File: src/rtl/range_guard_pkg.sv
package range_guard_pkg;

    localparam int VAL_W     = 12;
    localparam int THR_REG_W = 16;
    localparam int CHAN_W    = 5;
    localparam int NUM_CHAN  = 18;

    typedef struct packed {
        logic              valid;
        logic [CHAN_W-1:0] chan;
        logic [VAL_W-1:0]  value;
    } sample_t;

    typedef struct packed {
        logic [VAL_W-1:0] lo;
        logic [VAL_W-1:0] hi;
    } window_t;

    typedef enum logic [1:0] {
        ZONE_INSIDE = 2'd0,
        ZONE_BELOW  = 2'd1,
        ZONE_ABOVE  = 2'd2
    } zone_e;

    // Only the low VAL_W bits of each threshold register form the window.
    function automatic window_t take_window(
        input logic [THR_REG_W-1:0] lo_reg,
        input logic [THR_REG_W-1:0] hi_reg
    );
        window_t w;
        w.lo = lo_reg[VAL_W-1:0];
        w.hi = hi_reg[VAL_W-1:0];
        return w;
    endfunction

    function automatic zone_e classify(
        input logic [VAL_W-1:0] v,
        input window_t          w
    );
        if (v < w.lo)      return ZONE_BELOW;
        else if (v > w.hi) return ZONE_ABOVE;
        else               return ZONE_INSIDE;
    endfunction

endpackage

File: src/rtl/rg_chan_filter.sv
module rg_chan_filter
    import range_guard_pkg::*;
#(
    parameter int N_CHAN = NUM_CHAN
) (
    input  sample_t           smp_in,
    input  logic              guard_all,
    input  logic [CHAN_W-1:0] guard_sel,
    output sample_t           smp_out
);
    localparam logic [CHAN_W-1:0] LAST_CODE = CHAN_W'(N_CHAN - 1);

    logic sel_legal;
    logic chan_hit;

    always_comb begin
        sel_legal = (guard_sel <= LAST_CODE);
        chan_hit  = guard_all || (sel_legal && (smp_in.chan == guard_sel));
        smp_out       = smp_in;
        smp_out.valid = smp_in.valid && chan_hit;
    end
endmodule

File: src/rtl/rg_window_cmp.sv
module rg_window_cmp
    import range_guard_pkg::*;
(
    input  sample_t smp,
    input  window_t win,
    output logic    out_of_range
);
    zone_e zone;

    always_comb begin
        zone         = classify(smp.value, win);
        out_of_range = smp.valid && (zone != ZONE_INSIDE);
    end
endmodule

File: src/rtl/rg_sticky_flag.sv
module rg_sticky_flag (
    input  logic clk,
    input  logic rst,
    input  logic set_req,
    input  logic clr_req,
    output logic flag
);
    always_ff @(posedge clk) begin
        if (rst)          flag <= 1'b0;
        else if (set_req) flag <= 1'b1;
        else if (clr_req) flag <= 1'b0;
    end

    // without a clear, a raised flag holds
    a_r9_hold: assert property (@(posedge clk) disable iff (rst)
        flag && !clr_req |=> flag);

    // a clear with no set drops the flag
    a_r9_clear: assert property (@(posedge clk) disable iff (rst)
        clr_req && !set_req |=> !flag);

    // a set always lands, even with a clear in the same cycle
    a_r10_set_wins: assert property (@(posedge clk) disable iff (rst)
        set_req |=> flag);
endmodule

File: src/rtl/range_guard.sv
module range_guard
    import range_guard_pkg::*;
#(
    parameter int N_CHAN = NUM_CHAN
) (
    input  logic                 clk,
    input  logic                 rst,
    input  logic                 res_valid,
    input  logic [CHAN_W-1:0]    res_chan,
    input  logic [VAL_W-1:0]     res_value,
    input  logic [THR_REG_W-1:0] lo_thr_reg,
    input  logic [THR_REG_W-1:0] hi_thr_reg,
    input  logic [CHAN_W-1:0]    guard_sel,
    input  logic                 guard_all,
    input  logic                 irq_en,
    input  logic                 flag_clear,
    output logic                 event_flag,
    output logic                 irq
);
    sample_t smp_raw;
    sample_t smp_checked;
    window_t win;
    logic    out_of_range;
    logic    unused_thr_upper;

    assign smp_raw          = '{valid: res_valid, chan: res_chan, value: res_value};
    assign win              = take_window(lo_thr_reg, hi_thr_reg);
    assign unused_thr_upper = ^{lo_thr_reg[THR_REG_W-1:VAL_W], hi_thr_reg[THR_REG_W-1:VAL_W]};

    rg_chan_filter #(.N_CHAN(N_CHAN)) u_filter (
        .smp_in    (smp_raw),
        .guard_all (guard_all),
        .guard_sel (guard_sel),
        .smp_out   (smp_checked)
    );

    rg_window_cmp u_cmp (
        .smp          (smp_checked),
        .win          (win),
        .out_of_range (out_of_range)
    );

    rg_sticky_flag u_flag (
        .clk     (clk),
        .rst     (rst),
        .set_req (out_of_range),
        .clr_req (flag_clear),
        .flag    (event_flag)
    );

    assign irq = event_flag && irq_en;

    // guarded result below the low bound raises the flag at the next edge
    a_r2_below_sets: assert property (@(posedge clk) disable iff (rst)
        res_valid && guard_all && (res_value < lo_thr_reg[VAL_W-1:0]) |=> event_flag);

    // guarded result above the high bound raises the flag at the next edge
    a_r3_above_sets: assert property (@(posedge clk) disable iff (rst)
        res_valid && guard_all && (res_value > hi_thr_reg[VAL_W-1:0]) |=> event_flag);

    // with no valid result and no clear, the flag does not move
    a_r12_idle_stable: assert property (@(posedge clk) disable iff (rst)
        !res_valid && !flag_clear |=> $stable(event_flag));
endmodule

File: config.mk
export PLATFORM = sky130hd
export DESIGN_NAME = range_guard
export DESIGN_NICKNAME = d
export VERILOG_FILES = /design/src/rtl/range_guard_pkg.sv /design/src/rtl/rg_chan_filter.sv /design/src/rtl/rg_window_cmp.sv /design/src/rtl/rg_sticky_flag.sv /design/src/rtl/range_guard.sv
export SDC_FILE = /design/constraint.sdc
export NUM_CORES = 1
export LEC_CHECK = 0
export BUFFER_PORTS_ARGS = -buffer_cell sky130_fd_sc_hd__buf_2
export CAP_MARGIN = 20
export CORE_MARGIN = 5
export CORE_UTILIZATION = 37
export DETAILED_ROUTE_END_ITERATION = 10
export GPL_ROUTABILITY_DRIVEN = 0
export PLACE_DENSITY = 0.79
export SYNTH_ARGS = -nofsm -noshare
export SYNTH_HDL_FRONTEND = slang
export SYNTH_SLANG_ARGS = --single-unit
File: constraint.sdc
create_clock -name clk -period 2.31 [get_ports clk]
set_clock_uncertainty 0.2 [all_clocks]
set_input_delay 0.462 -clock clk [delete_from_list [all_inputs] [get_ports clk]]
set_output_delay 0.462 -clock clk [all_outputs]
set_load 0.05 [all_outputs]
# Yosys cells after proc, flatten, opt, wreduce, memory -nomap -nowiden

Index checks and enable logic that the tools add are counted.

Register bits after elaboration: 1
Input bits: 60
Output and inout port bits: 2
Logic and storage cells: 16

$lt $le $gt $ge: 3
Equal/unequal tests: 1
Mux-type cells: 4
Reductions and logical operators: 7

Operator list:

| operator             | number |
|---|---|
| $gt A12 B12 Y1       | 1 |
| $lt A12 B12 Y1       | 1 |
| $eq A5 B5 Y1         | 1 |
| $le A5 B5 Y1 const B | 1 |
| $logic_and A1 B1 Y1  | 4 |
| $mux W2              | 2 |
| $reduce_bool A2 Y1   | 2 |
| $mux W1              | 2 |
| $logic_or A1 B1 Y1   | 1 |

# Longest topological paths before layout

Depth in word-level cells: 6
Gate-level depth with buffers: 7
Depth with buffers taken out: 7

# Hierarchy

Synthesis repeated with hierarchy kept, for this count alone.

Cells, all modules: 113
Area total of the unflattened synthesis: 844.6 µm²

Modules (own cells, without submodules):

| module         | instances | cells an instance | area each (µm²) | seq. area each (µm²) |
|---|---|---|---|---|
| rg_window_cmp  | 1         | 80                | 590.6           | 0.0 |
| rg_chan_filter | 1         | 28                | 209.0           | 0.0 |
| rg_sticky_flag | 1         | 4                 | 38.8            | 20.0 |
| range_guard    | 1         | 1                 | 6.3             | 0.0 |

# Worst setup path after synthesis

Ideal clock, no wire load.

Path type: input-to-reg
Start point: input port hi_thr_reg[1]
End point: register u_flag.flag
Setup time: 0.137 ns
Data arrival time: 1.482 ns
Required time: 1.973 ns
Path slack: 0.491 ns
Stages: 7
Buffers on the path: 0
Cell sequence: inv_1 -> ha_1 -> nor2b_1 -> o211ai_1 -> a211oi_1 -> o31ai_1 -> a311oi_2

Longest elaborated chain between the ends: 6
Elaborated cells between the ends (all ways): 7
Classes of those cells: order compare (1); mux (3); reduce/logical (3)

Ends and longest elaborated chain:

| item                                                 | line                  | text |
|---|---|---|
| from (decl)                                          | range_guard.sv:12     | `input logic [THR_REG_W-1:0] hi_thr_reg,` |
| $gt A12 B12 Y1 (*)                                   | range_guard_pkg.sv:41 | `else if (v > w.hi) return ZONE_ABOVE;` |
| $mux W2 (*)                                          | range_guard_pkg.sv:41 |  |
| $mux W2 (*)                                          | range_guard_pkg.sv:40 | `if (v < w.lo) return ZONE_BELOW;` |
| $reduce_bool A2 Y1 (*)                               | rg_window_cmp.sv:12   | `out_of_range = smp.valid && (zone != ZONE_INSIDE);` |
| $logic_and A1 B1 Y1 (*)                              | rg_window_cmp.sv:12   |  |
| $mux W1 / $reduce_bool A2 Y1 (equally long branches) | -                     |  |
| to (signal assigned)                                 | rg_sticky_flag.sv:9   | `if (rst) flag <= 1'b0;` |
| to (signal assigned)                                 | rg_sticky_flag.sv:10  | `else if (set_req) flag <= 1'b1;` |
| to (signal assigned)                                 | rg_sticky_flag.sv:11  | `else if (clr_req) flag <= 1'b0;` |
| to (decl)                                            | rg_sticky_flag.sv:6   | `output logic flag` |

Mark *: on every way between the ends. The rest lies on a longest branch, timed or not.
A chain may end at the register's enable or synchronous reset.

# Worst setup path in the final report

Start point: input port res_value[2]
End point: register u_flag.flag

Longest elaborated chain between the ends: 6
Elaborated cells between the ends (all ways): 8
Classes of those cells: order compare (2); mux (3); reduce/logical (3)

Ends and longest elaborated chain:

| item                                                 | line                  | text |
|---|---|---|
| from (decl)                                          | range_guard.sv:10     | `input logic [VAL_W-1:0] res_value,` |
| $gt A12 B12 Y1                                       | range_guard_pkg.sv:41 |  |
| $mux W2                                              | range_guard_pkg.sv:41 |  |
| $mux W2 (*)                                          | range_guard_pkg.sv:40 |  |
| $reduce_bool A2 Y1 (*)                               | rg_window_cmp.sv:12   |  |
| $logic_and A1 B1 Y1 (*)                              | rg_window_cmp.sv:12   |  |
| $mux W1 / $reduce_bool A2 Y1 (equally long branches) | -                     |  |

Marked as above.

==> out/qor.csv <==
stage,metric,value,unit
layout,final_common_cell,buf_2,
sta,post-route-min-period,2.04,ns
global_route,grt_pass1_wl,2.69,mm
global_route,grt_pass1_vias,756,
synthesis,ys_warn_count,0,
layout,reg_top3,u_flag.flag: 1 flops,
synthesis,synth_edf_count,0,
synthesis,synth_area_leaders,"ha_1, inv_1, a21oi_1",
placement,hpwl,1.81,mm
cts,post-cts-setup-buffers,0,
layout,postLayoutCoreUtil,0.567,
sta,final.setup.tns,0,ns
layout,layout_common_cells,"buf_2, inv_1, ha_1, a21oi_1",
sta,hold_ws,0.332,ns
synthesis,yosysUniqueCellTypes,26,
critical_path,worst_ep_required_time,2.02,ns
routing,avgRoutedWirePerCell,10.6,µm
synthesis,synth_top_cell_area_share,0.409,
die,ios,62,
synthesis,synth_seq_cells,1,
critical_path,worstSetupPathType,input port to register,
min_path,hp-class,register to register,
synthesis,ys_seq_area_frac,0.0285,
cts,insertion_delay,0,ns
power_and_ir_drop,p_leak,0.637,nW
cts,cts_resized,0,
die,die_width,53.6,µm
layout,layout-drive-gt1-share,0.369,
routing,firstDrtPassIters,4,
power_and_ir_drop,pwr_density_cell,173,mW/mm²
layout,area_delta_synth_final,42.2,%
placement,dpl-instance-area,1000,µm²
layout,final_cell_area,1000,µm²
layout,largest_register_ffs,1,
critical_path,cp_max_fo,2,
global_route,antenna_found_initial,0,
synthesis,netlist.top_cell.by_area,ha_1,
layout,regArea,20.0,µm²
global_route,grtUsageTotal,0.117,
sta,slew_viol_final,0,
critical_path,timing.critical_path.arrival,1.75,ns
power_and_ir_drop,ir_drop,0.0804,mV
die,dieArea,0.00287,mm²
layout,finalNetCount,234,
sta,fin_crit_sh,0.882,
sta,hold_viol_final,0,
routing,drc_errors,0,
die,die_y,53.6,µm
critical_path,crit_path_start_kind,input port,
placement,portBuffers,53,
global_route,grt_max_degree,4,
critical_path,end_kind,register,
synthesis,syn_nets,179,
synthesis,synth.cell_area,703,µm²
sta,maxSlewHeadroom,0.806,
layout,fill_cells,185,
outcome,status,"complete, no violations",
synthesis,async_reset_ff_frac,0,
global_route,gr-total-overflow,0,
routing,routed_wl,1.84,mm
die,row_count,15,
layout,diodes,0,
cts,cts_hold_buf,0,
die,start_util,0.399,
power_and_ir_drop,finalPower,0.173,mW
die,core,0.00176,mm²
routing,initialDrtViolationCount,2,
layout,multi_input_area,589,µm²
sta,tightest_slew,0.289,ns
synthesis,avgSynthCellArea,7.32,µm²
sta,clock.fmax,491,MHz
synthesis,syn-instance-count,96,
sta,setup_violations,0,
routing,antenna_left,0,
sta,rsz0062_at_grt,false,
synthesis,synthFlopType,dfxtp_1,
routing,dr_total_vias,836,
flow_run,cap_viol_max_count,0,
layout,regMostFlops,u_flag.flag,
routing,vias_per_cell,4.80,
cts,cts.reportedPaths.clkPinSlew,0,ns
## worst max-delay path, stage by stage
cell and delay (ns):
buf_2 0.11, ha_1 0.30, a211oi_1 0.19, o21ai_0 0.11, a21oi_1 0.17, o21ai_0 0.14
a311oi_2 0.27
## layout make-up
cell class,count,area share
multi-input combinational,70,0.589
timing repair buffer,53,0.265
inverter,25,0.0939
tap,25,0.0313
sequential,1,0.0200
## stage by stage
stage               setup WS, ns  instances
floorplan                  0.491         96
global placement           0.254        174
detailed placement         0.239        174
CTS                        0.237        174
global route               0.146        174
finish                     0.272        174
## synth_stat cells, drive strengths merged (2+ instances only)
master,n
a211oi,2
a21o,4
a21oi,8
ha,23
inv,25
nand2,4
nand3,2
nand4,4
nor2b,3
o21ai,4
o31ai,2
xor2,2
## per-layer routing
| layer | vias to the layer above | routed length [µm] | share of wire | track usage |
|---|---|---|---|---|
| li1 | 445 | - | - | - |
| met1 | 356 | 700 | 0.38 | 0.127 |
| met2 | 35 | 910 | 0.50 | 0.247 |
| met3 | 0 | 226 | 0.12 | 0.0166 |
| met4 | 0 | 0 | 0 | 0 |
| met5 | - | 0 | 0 | 0 |
## cells by family (layout without fill, tap and decap cells)
kind of cell,count (synthesis),count (layout),share of synthesized area
AO/OA/AOI/OAI,25,25,0.238
XOR/XNOR,2,2,0.0249
adder cells (fa/ha/maj),23,23,0.409
buffers and inverters,25,78,0.133
flip-flops,1,1,0.0285
AND/OR/NAND/NOR,20,20,0.165
## final timing paths
kind / depth (start not counted) / start / slack (ns) / to
setup reg to reg: 3 / u_flag.flag$_SDFFE_PP0P_ / 1.26 / u_flag.flag$_SDFFE_PP0P_
hold reg to reg: 2 / u_flag.flag$_SDFFE_PP0P_ / 0.33 / u_flag.flag$_SDFFE_PP0P_
setup / recovery: 7 / res_value[2] / 0.27 / u_flag.flag$_SDFFE_PP0P_
hold / removal: 2 / u_flag.flag$_SDFFE_PP0P_ / 0.33 / u_flag.flag$_SDFFE_PP0P_
## report_power, final
part	total (mW)	internal, mW	switching, mW
Clock	0	0	0
Sequential	0.0194	0.0188	0.000651
Combinational	0.153	0.0793	0.0741
Total	0.173	0.0981	0.0748
No activity file was read; power rests on OpenSTA's default activity.
